**src/rtl/wpc_pkg.sv**
```systemverilog
package wpc_pkg;

    typedef enum logic [2:0] {
        CMD_NONE     = 3'd0,
        CMD_SET_WE   = 3'd1,
        CMD_CLR_WE   = 3'd2,
        CMD_WR_STAT  = 3'd3,
        CMD_WR_ARRAY = 3'd4,
        CMD_OTHER    = 3'd5
    } cmd_e;

    typedef enum logic [1:0] {
        ST_IDLE = 2'd0,
        ST_SEL  = 2'd1,
        ST_PROG = 2'd2
    } state_e;

    // status bits that a status write may load
    localparam logic [7:0] NV_KEEP_MASK = 8'b1000_1100;

endpackage

```
**src/rtl/wpc_cs_edge.sv**
```systemverilog
module wpc_cs_edge (
    input  logic clk,
    input  logic rst_n,
    input  logic cs_n,
    output logic cs_fall,
    output logic cs_rise
);

    logic cs_q;

    always_ff @(posedge clk) begin
        if (!rst_n) begin
            cs_q <= 1'b1;
        end else begin
            cs_q <= cs_n;
        end
    end

    assign cs_fall = cs_q & ~cs_n;
    assign cs_rise = ~cs_q & cs_n;

endmodule

```
**src/rtl/wpc_gate.sv**
```systemverilog
module wpc_gate
    import wpc_pkg::*;
#(
    parameter int PHASE_W = 3,
    parameter int CNT_W   = 7
) (
    input  cmd_e               pend,
    input  logic               wel,
    input  logic               wpen,
    input  logic               wp_n,
    input  logic [PHASE_W-1:0] bit_phase,
    input  logic [CNT_W-1:0]   data_bytes,
    output logic               go_array,
    output logic               go_status,
    output logic               set_wel,
    output logic               clr_wel
);

    logic framed;
    logic locked;

    always_comb begin
        framed    = (bit_phase == '0) && (data_bytes != '0);
        locked    = wpen && !wp_n;
        go_array  = (pend == CMD_WR_ARRAY) && wel && framed;
        go_status = (pend == CMD_WR_STAT) && wel && framed && !locked;
        set_wel   = (pend == CMD_SET_WE);
        clr_wel   = (pend == CMD_CLR_WE);
    end

endmodule

```
**src/rtl/wpc_prog_timer.sv**
```systemverilog
module wpc_prog_timer #(
    parameter int PROG_CYCLES = 40
) (
    input  logic clk,
    input  logic rst_n,
    input  logic start,
    output logic busy,
    output logic last
);

    localparam int CW = $clog2(PROG_CYCLES + 1);
    localparam logic [CW-1:0] LOAD = CW'(PROG_CYCLES - 1);

    logic [CW-1:0] cnt;

    always_ff @(posedge clk) begin
        if (!rst_n) begin
            busy <= 1'b0;
            cnt  <= '0;
        end else if (start && !busy) begin
            busy <= 1'b1;
            cnt  <= LOAD;
        end else if (busy) begin
            if (cnt == '0) begin
                busy <= 1'b0;
            end else begin
                cnt <= cnt - 1'b1;
            end
        end
    end

    assign last = busy && (cnt == '0);

endmodule

```
**src/rtl/wpc_ctrl.sv**
```systemverilog
module wpc_ctrl
    import wpc_pkg::*;
#(
    parameter int PROG_CYCLES = 40,
    parameter int BYTE_BITS   = 8,
    parameter int PHASE_W     = $clog2(BYTE_BITS),
    parameter int CNT_W       = 7
) (
    input  logic               clk,
    input  logic               rst_n,
    input  logic               cs_n,
    input  logic               wp_n,
    input  logic               cmd_stb,
    input  logic [2:0]         cmd_code,
    input  logic [PHASE_W-1:0] bit_phase,
    input  logic [CNT_W-1:0]   data_bytes,
    input  logic [7:0]         stat_wdata,
    output logic [7:0]         status_o,
    output logic               commit_o,
    output logic               busy_o
);

    state_e     state_q, state_d;
    cmd_e       pend_q;
    logic       wel_q;
    logic [7:0] nv_q;
    logic       commit_q;

    logic cs_fall, cs_rise;
    logic go_array, go_status, set_wel, clr_wel;
    logic start, prog_busy, prog_last;

    wpc_cs_edge u_edge (
        .clk     (clk),
        .rst_n   (rst_n),
        .cs_n    (cs_n),
        .cs_fall (cs_fall),
        .cs_rise (cs_rise)
    );

    wpc_gate #(.PHASE_W(PHASE_W), .CNT_W(CNT_W)) u_gate (
        .pend       (pend_q),
        .wel        (wel_q),
        .wpen       (nv_q[7]),
        .wp_n       (wp_n),
        .bit_phase  (bit_phase),
        .data_bytes (data_bytes),
        .go_array   (go_array),
        .go_status  (go_status),
        .set_wel    (set_wel),
        .clr_wel    (clr_wel)
    );

    wpc_prog_timer #(.PROG_CYCLES(PROG_CYCLES)) u_timer (
        .clk   (clk),
        .rst_n (rst_n),
        .start (start),
        .busy  (prog_busy),
        .last  (prog_last)
    );

    assign start = (state_q == ST_SEL) && cs_rise && (go_array || go_status);

    // next-state logic
    always_comb begin
        state_d = state_q;
        unique case (state_q)
            ST_IDLE: if (cs_fall)   state_d = ST_SEL;
            ST_SEL:  if (cs_rise)   state_d = start ? ST_PROG : ST_IDLE;
            ST_PROG: if (prog_last) state_d = ST_IDLE;
            default:                state_d = ST_IDLE;
        endcase
    end

    // state register
    always_ff @(posedge clk) begin
        if (!rst_n) begin
            state_q <= ST_IDLE;
        end else begin
            state_q <= state_d;
        end
    end

    // registered outputs and held state
    always_ff @(posedge clk) begin
        if (!rst_n) begin
            pend_q   <= CMD_NONE;
            wel_q    <= 1'b0;
            nv_q     <= 8'h00;
            commit_q <= 1'b0;
        end else begin
            commit_q <= start && go_array;
            if (prog_last) begin
                wel_q <= 1'b0;
            end
            unique case (state_q)
                ST_IDLE: begin
                    if (cs_fall) pend_q <= CMD_NONE;
                end
                ST_SEL: begin
                    if (cs_rise) begin
                        pend_q <= CMD_NONE;
                        if (set_wel) wel_q <= 1'b1;
                        if (clr_wel) wel_q <= 1'b0;
                        if (start && go_status) nv_q <= stat_wdata & NV_KEEP_MASK;
                    end else if (cmd_stb && pend_q == CMD_NONE) begin
                        pend_q <= cmd_e'(cmd_code);
                    end
                end
                ST_PROG: begin
                    pend_q <= CMD_NONE;
                end
                default: pend_q <= CMD_NONE;
            endcase
        end
    end

    assign status_o = nv_q | {6'b0, wel_q, prog_busy};
    assign commit_o = commit_q;
    assign busy_o   = prog_busy;

endmodule

```
**config.mk**
```make
export PLATFORM = sky130hd
export DESIGN_NAME = wpc_ctrl
export DESIGN_NICKNAME = d
export VERILOG_FILES = /design/src/rtl/wpc_pkg.sv /design/src/rtl/wpc_cs_edge.sv /design/src/rtl/wpc_gate.sv /design/src/rtl/wpc_prog_timer.sv /design/src/rtl/wpc_ctrl.sv
export SDC_FILE = /design/constraint.sdc
export NUM_CORES = 1
export LEC_CHECK = 0
export BUFFER_PORTS_ARGS = -buffer_cell sky130_fd_sc_hd__buf_2
export CAP_MARGIN = 30
export CORE_ASPECT_RATIO = 1.25
export CORE_MARGIN = 4
export CORE_UTILIZATION = 48
export CTS_CLUSTER_SIZE = 40
export DETAILED_ROUTE_END_ITERATION = 16
export PLACE_DENSITY_LB_ADDON = 0.08
export SETUP_SLACK_MARGIN = 0.5
export SLEW_MARGIN = 20
export SYNTH_ARGS = -nofsm -noshare
export SYNTH_HDL_FRONTEND = slang
export SYNTH_SLANG_ARGS = --single-unit
```
**constraint.sdc**
```tcl
create_clock -name clk -period 1.8 [get_ports clk]
set_input_delay 0 -clock clk [delete_from_list [all_inputs] [get_ports clk]]
set_output_delay 0 -clock clk [all_outputs]
set_load 0.01 [all_outputs]
```
# == After elaboration in Yosys (flattened, before gate mapping) ==
# Cells that the tools add are included.
# classes
bitwise,7
n_addsub,1
eq_ne,11
n_reduce_logical,30
mux,20
# ops
cell,n
two-way mux 6 bit,3
logical AND 1 bit,14
two-way mux 3 bit,3
two-way mux 1 bit,8
two-way mux 2 bit,4
bitwise OR 8 x 2 -> 8 bit,1
nonzero test 7 bit,1
equality test 3 x 2 -> 1 bit (second input constant),2
zero test 3 bit,2
zero test 6 bit,1
!= test 2 bit (second input constant),3
case mux 2 bit (3 select lines),1
case mux 3 bit (2 select lines),1
AND reduction 2 bit,3
AND reduction 3 bit,2
subtractor 6 x 1 -> 6 bit (second input constant),1
NOT 1 bit,4
equality test 3 x 1 -> 1 bit (second input constant),1
equality test 3 bit (second input constant),1
zero test 1 bit,3
!= test 3 x 2 -> 1 bit (second input constant),1
bitwise AND 1 bit,2
equality test 2 x 1 -> 1 bit (second input constant),1
equality test 2 bit (second input constant),1
5 further kinds,5
# totals
in_bits,26
elab_cells,78
regBits,18
out_inout_bits,10

# == Logic depth before layout (Yosys ltp) ==
# logic_depth
depth_word,9
mapped_depth,6
ltp_nobuf,6

# == Hierarchy ==
# From an unflattened synthesis, not the netlist that was laid out.
# hier_totals
hier_cells,100
area_unflattened_um2,943.4
# by_module_without_submodules
mod,area_each_um2,n_inst,seq_area_each_um2,cells_each
wpc_ctrl,451.7,1,200.2,47
wpc_prog_timer,371.6,1,140.1,40
wpc_gate,81.3,1,0.0,9
wpc_cs_edge,38.8,1,20.0,4

# == Worst setup path after synthesis ==
# No wires, ideal clock.
# synth_path
path_type,flip-flop to flip-flop
start,register wel_q
end,register u_timer.cnt[3]
setup_time_ns,0.116
n_path_buf,0
period_less_slack_ns,1.483
stages_incl_launch_ff,5
t_arrival_ns,1.367
slack_ns,0.317
required_ns,1.684
cell_sequence,dfxtp_1 -> or4b_4 -> a211oi_4 -> nand2_2 -> a41o_1
# synth_via
elab_chain_cells,7
elab_cells_between_ends,9
classes_between,reduce/logical (9)
# synth_rtl
element,line_no,rtl
start: declaration,wpc_ctrl.sv:25,logic wel_q;
start signal: assignment,wpc_ctrl.sv:88,wel_q <= 1'b0;
start signal: assignment,wpc_ctrl.sv:94,wel_q <= 1'b0;
start signal: assignment,wpc_ctrl.sv:103,if (set_wel) wel_q <= 1'b1;
logical AND 1 bit (3 in series),wpc_gate.sv:26,go_status = (pend == CMD_WR_STAT) && wel && framed && !locked;
logical OR 1 bit *,wpc_ctrl.sv:62,assign start = (state_q == ST_SEL) && cs_rise && (go_array || go_status);
logical AND 1 bit *,wpc_ctrl.sv:62,
logical AND 1 bit *,wpc_prog_timer.sv:20,end else if (start && !busy) begin
OR reduction 2 bit (no line) *,--,
end signal: assignment,wpc_prog_timer.sv:27,cnt <= cnt - 1'b1;
end: declaration,wpc_prog_timer.sv:14,logic [CW-1:0] cnt;
# Every way passes the cells marked *; elsewhere a longest branch is shown, timed or not.
# A chain may end at the register's enable or synchronous reset.

# == Worst setup path in the final report ==
# Ends and elaborated chain as after synthesis.

==> run summary <==
combinational share of power - 10.7%
CP arrival - 1780 ps
Synth Warn # - 0
CP peak stage delay - 470 ps
Crit path max-delay family - simple AND/OR/NAND/NOR gates
Crit. End Element - flop
synthesized cell area - 1000 µm²
Diodes inserted - 0
largest net degree at the start of global routing - 21
share of the synthesized area in the top cell type - 36.0%
All-Layer GR Usage - 17.6%
wire per inst - 14.2 µm
count leader, synth - dfxtp_1
switching part of the total - 23.6%
# placed instances - 154
share of layout cells above drive strength 1 - 40.1%
final WL - 2.44 mm
CTS tree - done
M2 GR Usage - 31.5%
Max Freq - 0.634 GHz
Die W - 48.8 µm
final setup skew - 6.60 ps
die height - 59.0 µm
Bufs and invs on worst path - 0
grt total ovfl - 0
sequential area share after synthesis - 36.0%
Synth Register Bits - 18
Max-Cap Viols - 0
clk slew on worst S/H paths - 100 ps
fraction of registers with async set/reset - 0%
Setup TNS - 0 ps
status - finished, final reports clean
Top Ports - 36
Vias/cell - 5.76
Num CTS Buffers - 3
Hold WC Path Type - in2reg
routability cong. - 0.780
Crit Path Class - reg2reg
Max clock buf depth - 2
final design utilization - 68.2%
Top Usage Layer GRT - met2
leak pwr - 0.584 nW
CP startpoint kind - flop
Post-synth EDFFs - 0
Hold Fails Final Rpt - 0
die area - 2880 µm²
P_sw - 0.175 mW
Finished Layout Cells - 172
synthesis-to-finish area growth - 35.2%
Required @ worst endpoint - 2000 ps
number of H-tree levels - 1
M3 GR Usage - 3.53%
nets - 181
main area contributors after synthesis - dfxtp_1 36%, nand2_1 4.9%, buf_4 4.5%, mux2i_1 3.0%, ha_1 2.5%
Port Buffers - 27
Worst VDD drop - 0.000525 V
Yosys cell types - 43
Synth Flop Type - dfxtp_1
dpl hpwl - 1.63 mm
CP cell instances - or4b_4, a211oi_4, nand2_2, a41o_1
part of the cycle the worst path needs - 87.6%
Reg power frac - 55.1%
DRT Pass-1 Iters - 4
Final Max Slew Viols - 0
P per Cell Area - 551 nW/µm²
CTS sink count - 18
Post-Syn Instances - 113
commonest cells in the synthesized netlist - 18 x dfxtp_1, 13 x nand2_1, 6 x buf_4, 6 x inv_1, 6 x nor2_1
DRC Markers - 0
Root Driver - clkbuf_4
Pint - 0.569 mW
GR Util met1 - 20.8%
Clk pwr share - 34.2%
Synth area leader - dfxtp_1
Starting Density - 50.4%
clock latency on the worst-skew pair - 300 ps
ANT nets after route - 0
Site Rows - 18
RSZ-0062 raised after global routing - yes
Initial DRC Count - 32
Slowest-stage cell, CP - or4b_4
Tmin final - 1580 ps
vias in the first global route - 945
final setup fails - 0
DR vias - 991
antenna violations before repair - 0
Crit Path Max Fanout - 7
syn avg cell area - 8.85 µm²
first-pass GRT wire length - 4.04 mm
core area - 1980 µm²
-- registers in the layout, indices dropped and copies added (netlist names) --
register / cells
commit_o: 1
nv_q: 3
pend_q: 3
state_q: 2
u_edge.cs_q: 1
u_timer.busy: 1
u_timer.cnt: 6
wel_q: 1
-- area by class of cell --
type	instances	area [µm²]
Timing Repair Buffer	42	269
Inverter	6	25.0
Multi-Input combinational cell	82	629
Sequential cell	18	367
Clock buffer	4	36.3
Fill cell	168	631
Tap cell	20	25.0
-- power groups by stage --
stage	logic, mW	registers (mW)	clock network (mW)
after global routing	0.0891	0.412	0.273
after global placement	0.0619	0.419	0
final	0.0796	0.410	0.255
after floorplan	0.0415	0.417	0
after detailed placement	0.0634	0.419	0
after CTS	0.0763	0.410	0.254
-- repair_timing --
action	in CTS	in global routing
endpoints found under the setup margin	13	16
hold buffers	7	0
endpoints found under the hold margin	7	0
pin swaps	7	6
gates cloned	0	0
resized for setup	11	8
buffers inserted	7	0
-- per-stage QoR --
stage,setup slack [ps],power [mW],cell area (µm²),hold WS (ps)
CTS,231,0.741,1320,4.16
global placement,243,0.481,1120,244
finish,223,0.745,1350,0.0251
global route,161,0.774,1350,0.245
detailed placement,243,0.483,1120,253
floorplan,331,0.459,1020,101
-- routing by layer --
metal / part of all wire (%) / wire length, µm / up-vias
li1: - / - / 491
met1: 41 / 1000 / 458
met2: 52 / 1280 / 35
met3: 5.0 / 122 / 7
met4: 1.6 / 40 / 0
met5: 0 / 0 / -
-- cells by family after synthesis --
group                    after synthesis  synth area share (%)
multiplexers                           3                  3.00
AND/OR/NAND/NOR                       50                  30.3
buffers and inverters                 15                  8.76
AO/OA/AOI/OAI                         24                  19.0
adder cells (fa/ha/maj)                2                  2.50
other                                  1                 0.375
flip-flops                            18                  36.0
-- path summary, 6_finish.rpt --
kind	from	endpoint	depth (start not counted)	slack, ps
min	bit_phase[2]	commit_o$_SDFF_PN0_	3	0.03
min reg2reg	nv_q[2]$_SDFFE_PN0P_	nv_q[2]$_SDFFE_PN0P_	2	470
max	wel_q$_SDFF_PN0_	u_timer.cnt[3]$_SDFFE_PP0P_	4	220
max reg2reg	wel_q$_SDFF_PN0_	u_timer.cnt[3]$_SDFFE_PP0P_	4	220
-- cells in the final DEF (no fill, tap or decap), types with 2 or more instances in the layout --
master | synthesis | final
clkbuf_4 | 0 | 3
conb_1 | 1 | 3
a22oi_1 | 3 | 3
a21oi_1 | 4 | 4
nor2_1 | 6 | 6
nor3_1 | 4 | 3
nand3_1 | 5 | 4
nor4_1 | 2 | 2
buf_4 | 6 | 7
a31oi_1 | 2 | 2
dfxtp_2 | 0 | 5
dfxtp_1 | 18 | 13
nand4b_1 | 2 | 2
o221ai_1 | 2 | 2
dlygate4sd3_1 | 0 | 7
inv_1 | 6 | 4
o21ai_0 | 3 | 2
nand2_1 | 13 | 12
mux2i_1 | 3 | 3
buf_2 | 0 | 27
nand2b_1 | 3 | 3
nor2b_1 | 2 | 2
-- worst reg2reg max path, cell delays in order (launching register included) --
cell and delay [ps]:
dfxtp_2 330, or4b_4 470, a211oi_4 240, nand2_2 180
a41o_1 270
No activity file was read; power rests on OpenSTA's default activity.
